--- src/rtl/nfc_pkg.sv ---
package nfc_pkg;

  typedef enum logic [1:0] {
    OP_CMD  = 2'd0,
    OP_ADDR = 2'd1,
    OP_DATA = 2'd2,
    OP_READ = 2'd3
  } opKind_e;

  typedef struct packed {
    opKind_e    kind;
    logic [7:0] byteVal;
  } fifoEntry_t;

  // strobes from the sequencer to the datapath
  typedef struct packed {
    logic pop;
    logic capture;
    logic busyWr;
    logic busyRd;
  } seqStrobe_t;

  localparam logic [3:0] REG_CTRL   = 4'h0;
  localparam logic [3:0] REG_STATUS = 4'h1;
  localparam logic [3:0] REG_EVENT  = 4'h2;
  localparam logic [3:0] REG_MASK   = 4'h3;
  localparam logic [3:0] REG_CMD    = 4'h4;
  localparam logic [3:0] REG_ADDR   = 4'h5;
  localparam logic [3:0] REG_WDATA  = 4'h6;
  localparam logic [3:0] REG_RDREQ  = 4'h7;
  localparam logic [3:0] REG_RDATA  = 4'h8;

endpackage

--- src/rtl/nfc_datapath.sv ---
module nfc_datapath
  import nfc_pkg::*;
#(
  parameter int DEPTH  = 4,
  parameter int DLY_W  = 4,
  parameter int HOST_W = 16
) (
  input  logic              clk,
  input  logic              rstN,
  input  logic              hostWrEn,
  input  logic [3:0]        hostAddr,
  input  logic [HOST_W-1:0] hostWrData,
  output logic [HOST_W-1:0] hostRdData,
  output logic              irq,
  input  logic [7:0]        nandDataIn,
  input  logic              nandRbN,
  input  seqStrobe_t        strobe,
  output fifoEntry_t        headEntry,
  output logic              fifoEmpty,
  output logic [DLY_W-1:0]  wrDelay,
  output logic [DLY_W-1:0]  rdDelay
);

  localparam int PTR_W  = (DEPTH > 1) ? $clog2(DEPTH) : 1;
  localparam int CNT_W  = $clog2(DEPTH + 1);
  localparam int CTRL_W = 2 * DLY_W + 2;
  localparam int EV_W   = 5;
  localparam logic [CNT_W-1:0] FULL_CNT = CNT_W'(DEPTH);
  localparam logic [PTR_W-1:0] LAST_PTR = PTR_W'(DEPTH - 1);

  logic [CTRL_W-1:0] ctrlReg;
  logic [EV_W-1:0]   evFlags, evMask, evSet, evClr;
  logic [7:0]        rdByte;

  fifoEntry_t        fifoMem [DEPTH];
  logic [PTR_W-1:0]  wrPtr, rdPtr;
  logic [CNT_W-1:0]  fifoCount, dataQueued, readQueued;
  logic              fifoFull, isQueueWr, doPush;
  opKind_e           newKind;

  logic [1:0]        rbSync;
  logic              notBusy, notBusyPrev, fullPrev, pgWr, pgWrPrev, pgRd;
  logic              unusedHostBits;

  assign unusedHostBits = ^hostWrData[HOST_W-1:CTRL_W];

  assign wrDelay   = ctrlReg[DLY_W-1:0];
  assign rdDelay   = ctrlReg[2*DLY_W-1:DLY_W];
  assign fifoFull  = (fifoCount == FULL_CNT);
  assign fifoEmpty = (fifoCount == '0);
  assign headEntry = fifoMem[rdPtr];
  assign doPush    = isQueueWr && !fifoFull;

  always_comb begin
    isQueueWr = 1'b0;
    newKind   = OP_CMD;
    if (hostWrEn) begin
      case (hostAddr)
        REG_CMD:   begin isQueueWr = 1'b1; newKind = OP_CMD;  end
        REG_ADDR:  begin isQueueWr = 1'b1; newKind = OP_ADDR; end
        REG_WDATA: begin isQueueWr = 1'b1; newKind = OP_DATA; end
        REG_RDREQ: begin isQueueWr = 1'b1; newKind = OP_READ; end
        default:   ;
      endcase
    end
  end

  always_ff @(posedge clk) begin
    if (doPush) begin
      fifoMem[wrPtr] <= '{kind: newKind, byteVal: hostWrData[7:0]};
    end
  end

  always_ff @(posedge clk) begin
    if (!rstN) begin
      wrPtr      <= '0;
      rdPtr      <= '0;
      fifoCount  <= '0;
      dataQueued <= '0;
      readQueued <= '0;
    end else begin
      if (doPush) wrPtr <= (wrPtr == LAST_PTR) ? '0 : wrPtr + 1'b1;
      if (strobe.pop) rdPtr <= (rdPtr == LAST_PTR) ? '0 : rdPtr + 1'b1;
      fifoCount <= fifoCount + CNT_W'(doPush) - CNT_W'(strobe.pop);
      dataQueued <= dataQueued
                    + CNT_W'(doPush && newKind == OP_DATA)
                    - CNT_W'(strobe.pop && headEntry.kind == OP_DATA);
      readQueued <= readQueued
                    + CNT_W'(doPush && newKind == OP_READ)
                    - CNT_W'(strobe.pop && headEntry.kind == OP_READ);
    end
  end

  assign pgWr    = (dataQueued != '0) || strobe.busyWr;
  assign pgRd    = (readQueued != '0) || strobe.busyRd;
  assign notBusy = rbSync[1];

  always_ff @(posedge clk) begin
    if (!rstN) begin
      rbSync      <= 2'b11;
      notBusyPrev <= 1'b1;
      fullPrev    <= 1'b0;
      pgWrPrev    <= 1'b0;
    end else begin
      rbSync      <= {rbSync[0], nandRbN};
      notBusyPrev <= notBusy;
      fullPrev    <= fifoFull;
      pgWrPrev    <= pgWr;
    end
  end

  always_comb begin
    evSet    = '0;
    evSet[0] = notBusy && !notBusyPrev;
    evSet[1] = isQueueWr && fifoFull;
    evSet[2] = fullPrev && !fifoFull;
    evSet[3] = strobe.capture;
    evSet[4] = pgWrPrev && !pgWr;
    evClr    = (hostWrEn && hostAddr == REG_EVENT) ? hostWrData[EV_W-1:0] : '0;
  end

  always_ff @(posedge clk) begin
    if (!rstN) begin
      ctrlReg <= '0;
      evMask  <= '0;
      evFlags <= '0;
      rdByte  <= '0;
    end else begin
      if (hostWrEn && hostAddr == REG_CTRL) ctrlReg <= hostWrData[CTRL_W-1:0];
      if (hostWrEn && hostAddr == REG_MASK) evMask  <= hostWrData[EV_W-1:0];
      if (strobe.capture) rdByte <= nandDataIn;
      evFlags <= (evFlags & ~evClr) | evSet;
    end
  end

  assign irq = |(evFlags & evMask);

  always_comb begin
    hostRdData = '0;
    case (hostAddr)
      REG_CTRL:   hostRdData[CTRL_W-1:0] = ctrlReg;
      REG_STATUS: hostRdData[4:0] = {fifoEmpty, pgRd, pgWr, fifoFull, notBusy};
      REG_EVENT:  hostRdData[EV_W-1:0] = evFlags;
      REG_MASK:   hostRdData[EV_W-1:0] = evMask;
      REG_RDATA:  hostRdData[7:0] = rdByte;
      default:    ;
    endcase
  end


  no_overflow_chk: assert property (@(posedge clk) disable iff (!rstN)
    (isQueueWr && fifoFull && !strobe.pop) |=> (fifoCount == $past(fifoCount)));


  pop_nonempty_chk: assert property (@(posedge clk) disable iff (!rstN)
    strobe.pop |-> (fifoCount != '0));


  rd_ready_chk: assert property (@(posedge clk) disable iff (!rstN)
    strobe.capture |=> (evFlags[3] && rdByte == $past(nandDataIn)));


  ready_event_chk: assert property (@(posedge clk) disable iff (!rstN)
    $rose(notBusy) |=> evFlags[0]);

endmodule

--- src/rtl/nfc_seq.sv ---
module nfc_seq
  import nfc_pkg::*;
#(
  parameter int DLY_W = 4
) (
  input  logic             clk,
  input  logic             rstN,
  input  logic             fifoEmpty,
  input  fifoEntry_t       headEntry,
  input  logic [DLY_W-1:0] wrDelay,
  input  logic [DLY_W-1:0] rdDelay,
  output seqStrobe_t       strobe,
  output logic             nandCle,
  output logic             nandAle,
  output logic             nandWeN,
  output logic             nandReN,
  output logic [7:0]       nandDataOut,
  output logic             nandDataOe
);

  typedef enum logic [1:0] {S_IDLE, S_SETUP, S_ACTIVE, S_HOLD} seqState_e;

  seqState_e        state;
  fifoEntry_t       cur;
  logic [DLY_W-1:0] lowCnt;
  logic             engaged, isRead;

  assign engaged = (state != S_IDLE);
  assign isRead  = (cur.kind == OP_READ);

  always_ff @(posedge clk) begin
    if (!rstN) begin
      state  <= S_IDLE;
      cur    <= '{kind: OP_CMD, byteVal: 8'h00};
      lowCnt <= '0;
    end else begin
      case (state)
        S_IDLE: if (!fifoEmpty) begin
          cur   <= headEntry;
          state <= S_SETUP;
        end
        S_SETUP: begin
          lowCnt <= isRead ? rdDelay : wrDelay;
          state  <= S_ACTIVE;
        end
        S_ACTIVE: begin
          if (lowCnt == '0) state <= S_HOLD;
          else lowCnt <= lowCnt - 1'b1;
        end
        default: state <= S_IDLE;
      endcase
    end
  end

  always_comb begin
    strobe.pop     = (state == S_IDLE) && !fifoEmpty;
    strobe.capture = (state == S_ACTIVE) && (lowCnt == '0) && isRead;
    strobe.busyWr  = engaged && (cur.kind == OP_DATA);
    strobe.busyRd  = engaged && isRead;
  end

  assign nandCle     = engaged && (cur.kind == OP_CMD);
  assign nandAle     = engaged && (cur.kind == OP_ADDR);
  assign nandDataOe  = engaged && !isRead;
  assign nandDataOut = nandDataOe ? cur.byteVal : 8'h00;
  assign nandWeN     = !((state == S_ACTIVE) && !isRead);
  assign nandReN     = !((state == S_ACTIVE) && isRead);


  wr_setup_chk: assert property (@(posedge clk) disable iff (!rstN)
    $fell(nandWeN) |-> (nandDataOe && $past(nandDataOe)));


  wr_hold_chk: assert property (@(posedge clk) disable iff (!rstN)
    $rose(nandWeN) |-> (nandDataOe && $stable(nandDataOut)));


  rd_release_chk: assert property (@(posedge clk) disable iff (!rstN)
    $fell(nandReN) |-> !nandDataOe);


  latch_excl_chk: assert property (@(posedge clk) disable iff (!rstN)
    !(nandCle && nandAle));

endmodule

--- src/rtl/nand_pio_frontend.sv ---
module nand_pio_frontend
  import nfc_pkg::*;
#(
  parameter int DEPTH  = 4,
  parameter int DLY_W  = 4,
  parameter int HOST_W = 16
) (
  input  logic              clk,
  input  logic              rstN,
  input  logic              hostWrEn,
  input  logic [3:0]        hostAddr,
  input  logic [HOST_W-1:0] hostWrData,
  output logic [HOST_W-1:0] hostRdData,
  output logic              irq,
  output logic              nandCle,
  output logic              nandAle,
  output logic              nandWeN,
  output logic              nandReN,
  output logic [7:0]        nandDataOut,
  output logic              nandDataOe,
  input  logic [7:0]        nandDataIn,
  input  logic              nandRbN
);

  seqStrobe_t       strobe;
  fifoEntry_t       headEntry;
  logic             fifoEmpty;
  logic [DLY_W-1:0] wrDelay, rdDelay;

  nfc_datapath #(.DEPTH(DEPTH), .DLY_W(DLY_W), .HOST_W(HOST_W)) uDp (
    .clk(clk), .rstN(rstN), .hostWrEn(hostWrEn), .hostAddr(hostAddr),
    .hostWrData(hostWrData), .hostRdData(hostRdData), .irq(irq),
    .nandDataIn(nandDataIn), .nandRbN(nandRbN), .strobe(strobe),
    .headEntry(headEntry), .fifoEmpty(fifoEmpty),
    .wrDelay(wrDelay), .rdDelay(rdDelay)
  );

  nfc_seq #(.DLY_W(DLY_W)) uSeq (
    .clk(clk), .rstN(rstN), .fifoEmpty(fifoEmpty), .headEntry(headEntry),
    .wrDelay(wrDelay), .rdDelay(rdDelay), .strobe(strobe),
    .nandCle(nandCle), .nandAle(nandAle), .nandWeN(nandWeN),
    .nandReN(nandReN), .nandDataOut(nandDataOut), .nandDataOe(nandDataOe)
  );

endmodule

--- config.mk ---
export PLATFORM = sky130hd
export DESIGN_NAME = nand_pio_frontend
export DESIGN_NICKNAME = d
export VERILOG_FILES = /design/src/rtl/nfc_pkg.sv /design/src/rtl/nfc_datapath.sv /design/src/rtl/nfc_seq.sv /design/src/rtl/nand_pio_frontend.sv
export SDC_FILE = /design/constraint.sdc
export NUM_CORES = 1
export LEC_CHECK = 0
export BUFFER_PORTS_ARGS = -buffer_cell sky130_fd_sc_hd__buf_2
export CORE_MARGIN = 10
export CORE_UTILIZATION = 50
export CTS_BUF_LIST = sky130_fd_sc_hd__clkbuf_2 sky130_fd_sc_hd__clkbuf_4 sky130_fd_sc_hd__clkbuf_8
export CTS_CLUSTER_SIZE = 8
export DETAILED_ROUTE_END_ITERATION = 6
export PLACE_DENSITY = 0.74
export SLEW_MARGIN = 20
export SYNTH_ARGS = -nofsm -noshare
export SYNTH_HDL_FRONTEND = slang
export SYNTH_HIERARCHICAL = 1
export SYNTH_SLANG_ARGS = --single-unit
--- constraint.sdc ---
create_clock -name clk -period 3.4 [get_ports clk]
set_input_delay 0 -clock clk [delete_from_list [all_inputs] [get_ports clk]]
set_output_delay 0 -clock clk [all_outputs]
set_load 0.01 [all_outputs]
==> reports/results.tsv <==
stage	metric	value	unit
detailed_routing	via_per_inst	5.161	
synthesis	syn_inst	446	
detailed_routing	ant_nets	0	
worst_setup_path	required	3.66	ns
final_layout	final_common_cell	nand2_1	
status	status	complete, no violations	
timing	min_period	2.830	ns
synthesis	synth_area_per_cell	11.03	um2
pwr	p_leak	2.111	nW
floorplan	design.die.area	0.01420	mm2
global_routing	grt_pass1_vias	3390	
synthesis	yosysWarnings	6	
synthesis	synth-edff-count	40	
global_routing	grt_remaining_overflow	0	
pwr	ir_worst_vdd	286.6	uV
synthesis	ys_ff_latch	104	
placed_design	port_buffers	49	
clocking	clkSinkCount	104	
clocking	post_cts_resized	0	
synthesis	syn_area	0.004918	mm2
timing	fin_skew	0.01445	ns
final_layout	layout.cells.most_common_list	nand2_1 (68), dfxtp_1 (64), buf_2 (49)	
detailed_routing	wl_per_cell	15.76	um
final_layout	fin_nets	547	
timing	max_freq	0.3533	GHz
detailed_routing	post-route-drc-count	0	
min_path	hold_path.class	input pin to register	
worst_setup_path	end_kind	register	
clocking	cts_tree	done	
floorplan	fp.dieH	119.2	um
clocking	clk_pin_slew	0.10	ns
timing	finalCritPeriodShare	83.25	%
detailed_routing	first_pass_iters	4	
detailed_routing	drtIter0Drc	229	
timing	slew_viol_final	0	
worst_setup_path	cp.arrival	3.10	ns
global_routing	grt_max_degree	49	
timing	setup_viol	0	
final_layout	drive_above_1_share	18.16	%
worst_setup_path	cp-start-kind	register	
timing	hold_violations	0	
detailed_routing	vias	3272	
placed_design	place_area	0.005159	mm2
final_layout	area_delta_synth_final	12.59	%
synthesis	ys_async_sr_fraction	0	%
clocking	cts_made_buffers	9	
clocking	insertion_delay	0.38	ns
clocking	post_cts_buffers	0	
floorplan	io-pin-count	62	
placed_design	dp_hpwl	7.215	mm
detailed_routing	wl	9.992	mm
floorplan	core-area	0.009684	mm2
clocking	h-tree-depth	3	
placed_design	gp_congestion	0.8641	
pwr	powerDensity	594.4	mW/mm2
clocking	cts_hold_buf	19	
job	cap_violations	0	
global_routing	grt_pass1_wl	16.73	mm
timing	fin_setup_tns	0	ns
final_layout	antenna_cells	0	
floorplan	die_x	119.2	um
synthesis	synth-seq-area-share	50.47	%
final_layout	finalInstanceArea	0.005538	mm2
timing	rsz0062_at_grt	no	
floorplan	initial_utilization	50.79	%
synthesis	synth_cell_types	60	
global_routing	antenna_found_initial	0	
clocking	clockBufferDepth	2	
global_routing	grt_usage	14.46	%
timing	worst_slew_pin_slew	1.037	ns
clocking	cts_root_buffer	clkbuf_8	
timing	maxSlewHeadroom	30.56	%
floorplan	row_count	36	
worst_setup_path	crit_type	register to register	
pwr	power.total	0.003292	W
worst_setup_path	cp_max_fo	15	
synthesis	synth_flop_cell	dfxtp_1	
-- critical path: stages, from the launching register on --
cell      delay, ns
dfxtp_1        0.34
inv_1          0.08
ha_1           0.30
nand2b_1       0.11
inv_1          0.38
and3_1         0.24
ha_1           0.23
inv_1          0.06
ha_1           0.13
inv_1          0.05
fa_1           0.37
xnor2_1        0.20
xnor2_1        0.08
and2_1         0.16
-- cells in the mapped netlist (2+ instances only) --
cell type  count  area [um2]
a31o_1         3       26.28
buf_2          8       40.04
o21ai_1        2       10.01
buf_4         15       112.6
clkbuf_1      11       41.29
clkbuf_2       3       15.01
inv_1         18       67.56
ha_1          16       200.2
nand3_1        6       30.03
nor2b_1       17       106.4
and3_1         4       25.02
nand2b_1       5       31.28
a21boi_0       9       67.56
nor3b_1        3       22.52
mux4_2        10       225.2
a22o_1         2       17.52
or3_1          3       18.77
inv_2          2       7.510
edfxtp_1      40        1201
nor3b_2        2       25.02
o21ai_0        6       30.03
buf_6          2       22.52
a22oi_1        4       30.03
o22ai_1        2       12.51
a21boi_1       2       15.01
mux2_1         3       33.78
mux2i_1       35       350.3
nand2_1       68       255.2
nor3_1         4       20.02
xnor2_1        6       52.55
a31oi_1        5       31.28
and2_1        23       143.9
a21oi_1        3       15.01
o21a_1         2       15.01
dfxtp_1       64        1281
fa_1           3       60.06
nor2_1        12       45.04
-- where the power goes --
group          internal (W)  switching (W)
Clock              0.000293       0.000442
Combinational      0.000462       0.000507
Sequential          0.00145       0.000136
Total               0.00221        0.00109
-- metal layers --
layer | global-route usage [%] | share of wire (%) | up-vias | routed length (um)
li1 | - | - | 1635 | -
met1 | 17.68 | 45 | 1566 | 4483
met2 | 24.62 | 50 | 57 | 5011
met3 | 3.543 | 3.4 | 14 | 338
met4 | 4.427 | 1.6 | 0 | 158
met5 | 0 | 0 | - | 0
-- worst paths after layout --
path / startpoint / endpoint / slack, ns / cells past startpoint
worst min-delay path: hostWrEn / uDp/fifoMem[3][9]$_DFFE_PP_ / 0.11 / 2
worst max register to register: uSeq/state[0]$_SDFFE_PN0P_ / uDp/readQueued[2]$_SDFF_PN0_ / 0.57 / 13
worst max-delay path: uSeq/state[0]$_SDFFE_PN0P_ / uDp/readQueued[2]$_SDFF_PN0_ / 0.57 / 13
worst min register to register: uDp/rbSync[0]$_SDFF_PN1_ / uDp/rbSync[1]$_SDFF_PN1_ / 0.43 / 1
-- sequential cells by signal (all words and copies together) (netlist names), named ones only --
| signal | cells |
|---|---|
| uDp/pgWrPrev | 1 |
| uDp/evMask | 5 |
| uDp/evFlags | 5 |
| uDp/ctrlReg | 10 |
| uDp/fifoMem | 40 |
| uDp/notBusyPrev | 1 |
| uDp/wrPtr | 2 |
| uDp/rdPtr | 2 |
| uSeq/state | 2 |
| uDp/rbSync | 2 |
| uDp/fifoCount | 3 |
| uDp/rdByte | 8 |
| uDp/fullPrev | 1 |
| uDp/readQueued | 3 |
| uSeq/cur | 10 |
| uSeq/lowCnt | 4 |
| uDp/dataQueued | 3 |
-- final cells by class --
type                            instances  area (um2)
Fill cell                             828        4146
Sequential cell                       104        2482
Multi-Input combinational cell        287        2145
Timing Repair Buffer                   74       480.5
Tap cell                              133       166.4
Clock buffer                           10       131.4
Inverter                               20       75.07
Clock inverter                          6       57.56
-- stage by stage --
| stage | hold slack (ns) | worst slack (ns) | util, % | std cells |
|---|---|---|---|---|
| 6_report | 0.1075 | 0.5697 | 57.18 | 634 |
| 5_1_grt | 0.1063 | 0.3182 | 57.18 | 634 |
| 4_1_cts | 0.1084 | 0.5545 | 57.18 | 634 |
| 3_5_place_dp | 0.1863 | 0.5727 | 53.27 | 599 |
| 3_3_place_gp | 0.1861 | 0.6691 | 53.27 | 599 |
| 2_1_floorplan | 0.09887 | 0.8220 | - | 451 |
-- cell families after synthesis --
group / after synthesis / synth area share (%)
simple gates: 159 / 17.17
flops: 104 / 50.47
buf+inv: 60 / 6.309
mux: 49 / 12.62
compound gates: 48 / 6.996
fa+ha+maj: 19 / 5.291
xor+xnor: 6 / 1.068
other cells: 1 / 0.07624
Note: power is estimated with default switching activity, not from simulation.
